$ cat config.mk
export PLATFORM = sky130hd
export DESIGN_NAME = rbw_wait_unit
export DESIGN_NICKNAME = d
export VERILOG_FILES = /design/src/rtl/rbw_pkg.sv /design/src/rtl/rbw_sync.sv /design/src/rtl/rbw_limit.sv /design/src/rtl/rbw_timer.sv /design/src/rtl/rbw_wait_unit.sv
export SDC_FILE = /design/constraint.sdc
export NUM_CORES = 1
export LEC_CHECK = 0
export ABC_CLOCK_PERIOD_IN_PS = 7050
export BUFFER_PORTS_ARGS = -buffer_cell sky130_fd_sc_hd__buf_2
export CORE_UTILIZATION = 28
export CTS_BUF_LIST = sky130_fd_sc_hd__clkbuf_2 sky130_fd_sc_hd__clkbuf_4 sky130_fd_sc_hd__clkbuf_8
export DETAILED_ROUTE_END_ITERATION = 6
export SYNTH_ARGS = -nofsm -noshare
export SYNTH_HDL_FRONTEND = slang
export SYNTH_SLANG_ARGS = --single-unit
$ cat constraint.sdc
create_clock -name clk_i -period 7.05 [get_ports clk_i]
set_clock_uncertainty 0.2 [all_clocks]
set_input_delay 0.3525 -clock clk_i [delete_from_list [all_inputs] [get_ports clk_i]]
set_output_delay 0.3525 -clock clk_i [all_outputs]
set_load 0.005 [all_outputs]
$ cat src/rtl/rbw_pkg.sv
package rbw_pkg;
  localparam int unsigned CODE_W   = 4;
  localparam int unsigned BASE_LOG = 8;
  localparam int unsigned CNT_W    = BASE_LOG + (1 << CODE_W) - 1 + 1;

  typedef enum logic {
    END_READY   = 1'b0,
    END_TIMEOUT = 1'b1
  } end_cause_e;
endpackage

$ cat src/rtl/rbw_sync.sv
module rbw_sync #(
  parameter int unsigned STAGES = 2
) (
  input  logic clk_i,
  input  logic rst_ni,
  input  logic async_i,
  output logic sync_o
);
  logic [STAGES-1:0] chain_q;

  generate
    for (genvar s = 0; s < STAGES; s++) begin : g_stage
      if (s == 0) begin : g_first
        always_ff @(posedge clk_i) begin
          if (!rst_ni) chain_q[s] <= 1'b0;
          else         chain_q[s] <= async_i;
        end
      end else begin : g_next
        always_ff @(posedge clk_i) begin
          if (!rst_ni) chain_q[s] <= 1'b0;
          else         chain_q[s] <= chain_q[s-1];
        end
      end
    end
  endgenerate

  assign sync_o = chain_q[STAGES-1];
endmodule

$ cat src/rtl/rbw_limit.sv
module rbw_limit #(
  parameter int unsigned CODE_W   = 4,
  parameter int unsigned BASE_LOG = 8,
  parameter int unsigned CNT_W    = 24
) (
  input  logic [CODE_W-1:0] code_i,
  output logic [CNT_W-1:0]  limit_o
);
  localparam int unsigned NCODES = 1 << CODE_W;

  logic [CNT_W-1:0] table_w [NCODES];

  generate
    for (genvar c = 0; c < NCODES; c++) begin : g_code
      assign table_w[c] = CNT_W'((64'd1 << (BASE_LOG + c)) - 64'd1);
    end
  endgenerate

  assign limit_o = table_w[code_i];
endmodule

$ cat src/rtl/rbw_timer.sv
module rbw_timer #(
  parameter int unsigned CNT_W = 24
) (
  input  logic             clk_i,
  input  logic             rst_ni,
  input  logic             clr_i,
  input  logic             en_i,
  input  logic [CNT_W-1:0] limit_i,
  output logic             at_limit_o
);
  logic [CNT_W-1:0] cnt_q;

  always_ff @(posedge clk_i) begin
    if (!rst_ni)     cnt_q <= '0;
    else if (clr_i)  cnt_q <= '0;
    else if (en_i)   cnt_q <= cnt_q + 1'b1;
  end

  assign at_limit_o = (cnt_q == limit_i);

  // a running count never passes the terminal value
  assert_cnt_bound_R2: assert property (@(posedge clk_i) disable iff (!rst_ni)
    !clr_i |-> cnt_q <= limit_i);

  // counting advances by one per enabled cycle
  assert_cnt_step_R2: assert property (@(posedge clk_i) disable iff (!rst_ni)
    (en_i && !clr_i) |=> cnt_q == $past(cnt_q) + 1'b1);
endmodule

$ cat src/rtl/rbw_wait_unit.sv
module rbw_wait_unit
  import rbw_pkg::*;
#(
  parameter int unsigned SYNC_STAGES = 2
) (
  input  logic              clk_i,
  input  logic              rst_ni,
  input  logic              start_i,
  input  logic [CODE_W-1:0] tmo_code_i,
  input  logic              rb_pin_i,
  output logic              done_o,
  output logic              timed_out_o,
  output logic              wait_o
);
  logic              active_q;
  logic [CODE_W-1:0] code_q;
  logic              done_q;
  end_cause_e        cause_q;
  logic              rdy_w;
  logic              at_limit_w;
  logic [CNT_W-1:0]  limit_w;

  rbw_sync #(.STAGES(SYNC_STAGES)) u_sync (
    .clk_i   (clk_i),
    .rst_ni  (rst_ni),
    .async_i (rb_pin_i),
    .sync_o  (rdy_w)
  );

  rbw_limit #(.CODE_W(CODE_W), .BASE_LOG(BASE_LOG), .CNT_W(CNT_W)) u_limit (
    .code_i  (code_q),
    .limit_o (limit_w)
  );

  rbw_timer #(.CNT_W(CNT_W)) u_timer (
    .clk_i      (clk_i),
    .rst_ni     (rst_ni),
    .clr_i      (!active_q),
    .en_i       (active_q && !rdy_w && !at_limit_w),
    .limit_i    (limit_w),
    .at_limit_o (at_limit_w)
  );

  always_ff @(posedge clk_i) begin
    if (!rst_ni) begin
      active_q <= 1'b0;
      code_q   <= '0;
      done_q   <= 1'b0;
      cause_q  <= END_READY;
    end else begin
      done_q <= 1'b0;
      if (!active_q) begin
        if (start_i) begin
          active_q <= 1'b1;
          code_q   <= tmo_code_i;
        end
      end else if (rdy_w) begin
        active_q <= 1'b0;
        done_q   <= 1'b1;
        cause_q  <= END_READY;
      end else if (at_limit_w) begin
        active_q <= 1'b0;
        done_q   <= 1'b1;
        cause_q  <= END_TIMEOUT;
      end
    end
  end

  assign done_o      = done_q;
  assign timed_out_o = (cause_q == END_TIMEOUT);
  assign wait_o      = active_q;

  // completion is a single-cycle pulse
  assert_done_pulse_R4: assert property (@(posedge clk_i) disable iff (!rst_ni)
    done_o |=> !done_o);

  // a synchronized ready level ends the wait as ready, even at terminal count
  assert_ready_wins_R5: assert property (@(posedge clk_i) disable iff (!rst_ni)
    (wait_o && rdy_w) |=> (done_o && !timed_out_o && !wait_o));

  // terminal count with no ready ends the wait as timeout
  assert_timeout_end_R2: assert property (@(posedge clk_i) disable iff (!rst_ni)
    (wait_o && !rdy_w && at_limit_w) |=> (done_o && timed_out_o));

  // the captured code does not move during a wait, whatever arrives
  assert_code_hold_R6: assert property (@(posedge clk_i) disable iff (!rst_ni)
    wait_o |=> $stable(code_q));

  // a start during a wait neither ends nor restarts it
  assert_start_ignored_R7: assert property (@(posedge clk_i) disable iff (!rst_ni)
    (wait_o && start_i && !rdy_w && !at_limit_w) |=> (wait_o && !done_o));

  // the cause flag only changes together with a done pulse
  assert_flag_hold_R9: assert property (@(posedge clk_i) disable iff (!rst_ni)
    !done_o |-> $stable(timed_out_o));
endmodule

==> results.ini <==
[global_route]
grt_first_pass_wirelength_um = 8490
grt.total_usage = 0.141
grt_max_degree = 34
grt_pass1_vias = 1763
gr-usage-met2 = 0.234
grt.busiest_layer = met2
met3_usage = 0.0265
grt_overflow = 0
antenna_found_initial = 0
use_met1 = 0.184

[synthesis]
postSynthAreaPerCell_um2 = 7.94
synth_cell_types = 55
synth_area_um2 = 2040
postSynth.asyncResetShare = 0
yosys-top-cells-area = dfxtp_1 (32%), or3_1 (4.0%), nand2_1 (3.9%)
synthFlopType = dfxtp_1
syn-num-nets = 266
ys_seq_area_frac = 0.324
synth.most_common_cell = dfxtp_1
synthTopCellsByCount = dfxtp_1 (33), nand2_1 (21), nand3_1 (15)
yosys_register_bits = 33
postSynthCellCount = 257
synth_enable_flop_cells = 0
yosys.area.top_type = dfxtp_1
netlist.area_leader.share = 0.324
yosys_warnings = 0

[final_layout]
n_fill_cell = 758
finalNetCount = 264
syn2layout_area_growth_pct = 8.52
seq_area_um2 = 661
drive_gt1_frac = 0.109
utilization = 0.321
multiInputGateArea_um2 = 1250
stdcell_count = 352
antennaDiodeCount = 0
final_area_um2 = 2210

[floorplanning]
ioPinCount = 11
core_um2 = 6910
die_height_um = 87.4
die_w_um = 87.4
initial_core_util = 0.295
die_area_um2 = 7630
row_count = 30

[clock_network]
cts_tree = done
cts_inserted_buffers = 5
clock_path_buffers = 2
cts.clk_slew.worst_paths_ns = 0.07
clock_tree.root_cell = clkbuf_8
cts.sinks = 33
cts_resized = 0
clkLatencyLatePin_ns = 0.29
htreeDepth = 2
postCtsSetupBuffers = 0
cts_hold_buf = 0

[detailed_routing]
totalWireLength_um = 4840
firstDrtPassIters = 4
wl_per_cell_um = 13.8
remaining_drc_errors = 0
ant_nets = 0
drt_iter0_markers = 140
vias = 1860
vias_per_cell = 5.28

[placed_design]
place_inst = 344
placed_area_um2 = 2110
dp_hpwl_um = 3390
port_buffers = 10
place_ws_ns = 3.88
place.gp.congestion = 0.864

[worst_setup_path]
r2r-end = u_timer.cnt_q[20]
r2r-start = code_q[3]
worstSetupStartpoint = code_q[3]
crit_path_end = u_timer.cnt_q[20]
cp-start-kind = flop
rr_worst_depth = 7
r2r_slack_ns = 3.76
path_class = reg2reg
cp.arrival_ns = 3.27
endpoint_kind = flop
cp_max_fo = 33
cp.required_ns = 7.04

[timing]
slew_viol_final = 0
holdWs_ns = 0.0738
fmax_ghz = 0.304
fin_ws_ns = 3.76
setup_viol = 0
timing.setup.tns_ns = 0
tightest_slew_ns = 0.871
maxSlewHeadroom = 0.418
timing.final.crit_period_ns = 3.29
rsz0062_at_grt = false
timing.final.crit_share = 0.466
final_hold_viol_count = 0

[flow_run]
maxCapViolCount = 0

[power_and_ir_drop]
leakagePower_nw = 0.726
fin_total_pwr_uw = 395
power_density_nw_per_um2 = 178
vdd_drop_max_uv = 119

[hold_path]
hp-class = in2reg

[run_status]
status = finished, final reports clean

==> state kept, by name, indices dropped and copies added (netlist names) <==
signal,count
u_sync.chain_q,1
u_sync.sync_o,1
u_timer.cnt_q,24
code_q,4
wait_o,1
timed_out_o,1
done_o,1
==> placed cells by master, fill, tap and decap left out, types with 8 or more instances in the layout <==
| master | instances |
|---|---|
| nand3_1 | 15 |
| o21ai_0 | 9 |
| buf_2 | 10 |
| nor2_1 | 12 |
| dfxtp_1 | 33 |
| nand2_1 | 21 |
| a21oi_1 | 13 |
| o21ai_1 | 11 |
| nand2b_1 | 8 |
| or3_1 | 13 |
==> final cells by class <==
type,count,area share
Inverter,7,0.0119
Timing Repair Buffer,11,0.0260
Sequential cell,33,0.298
Multi-Input combinational cell,197,0.564
Clock buffer,7,0.0435
Tap cell,96,0.0542
Clock inverter,1,0.00226
==> metal layers <==
| layer | wire length, µm | up-vias |
|---|---|---|
| met5 | 0 | - |
| met4 | 68 | 0 |
| met3 | 178 | 5 |
| met2 | 2260 | 25 |
| met1 | 2330 | 880 |
| li1 | - | 950 |
==> power breakdown <==
part | switching (mW) | total [mW] | internal (mW)
logic | 0.0200 | 0.0353 | 0.0153
registers | 0.00980 | 0.200 | 0.190
clock network | 0.0720 | 0.160 | 0.0883
total | 0.102 | 0.395 | 0.293
==> critical path, stage by stage, from the launching register on <==
cell,delay (ns)
dfxtp_1,0.81
nand3_1,0.13
a2111oi_0,0.48
o32a_1,0.24
nand4_1,0.26
o21ai_4,0.71
o311ai_0,0.25
o41ai_1,0.10
==> worst min path at each step <==
stage                                  from           endpoint  slack, ns  cells past startpoint
after global placement    u_sync.chain_q[0]      u_sync.sync_o       0.21                      1
after CTS                          rb_pin_i  u_sync.chain_q[0]       0.07                      2
final                              rb_pin_i  u_sync.chain_q[0]       0.07                      2
after floorplan           u_sync.chain_q[0]      u_sync.sync_o       0.21                      1
after detailed placement  u_sync.chain_q[0]      u_sync.sync_o       0.22                      1
after global routing               rb_pin_i  u_sync.chain_q[0]       0.09                      2
==> logic make-up (layout without fill, tap and decap cells) <==
group | count (synthesis) | after routing | synth area share
fa+ha+maj | 1 | 1 | 0.00613
simple gates | 119 | 119 | 0.332
mux | 4 | 4 | 0.0196
compound gates | 68 | 68 | 0.229
xor+xnor | 5 | 5 | 0.0251
flops | 33 | 33 | 0.324
buf+inv | 27 | 26 | 0.0644
(Power assumes the default switching activity.)
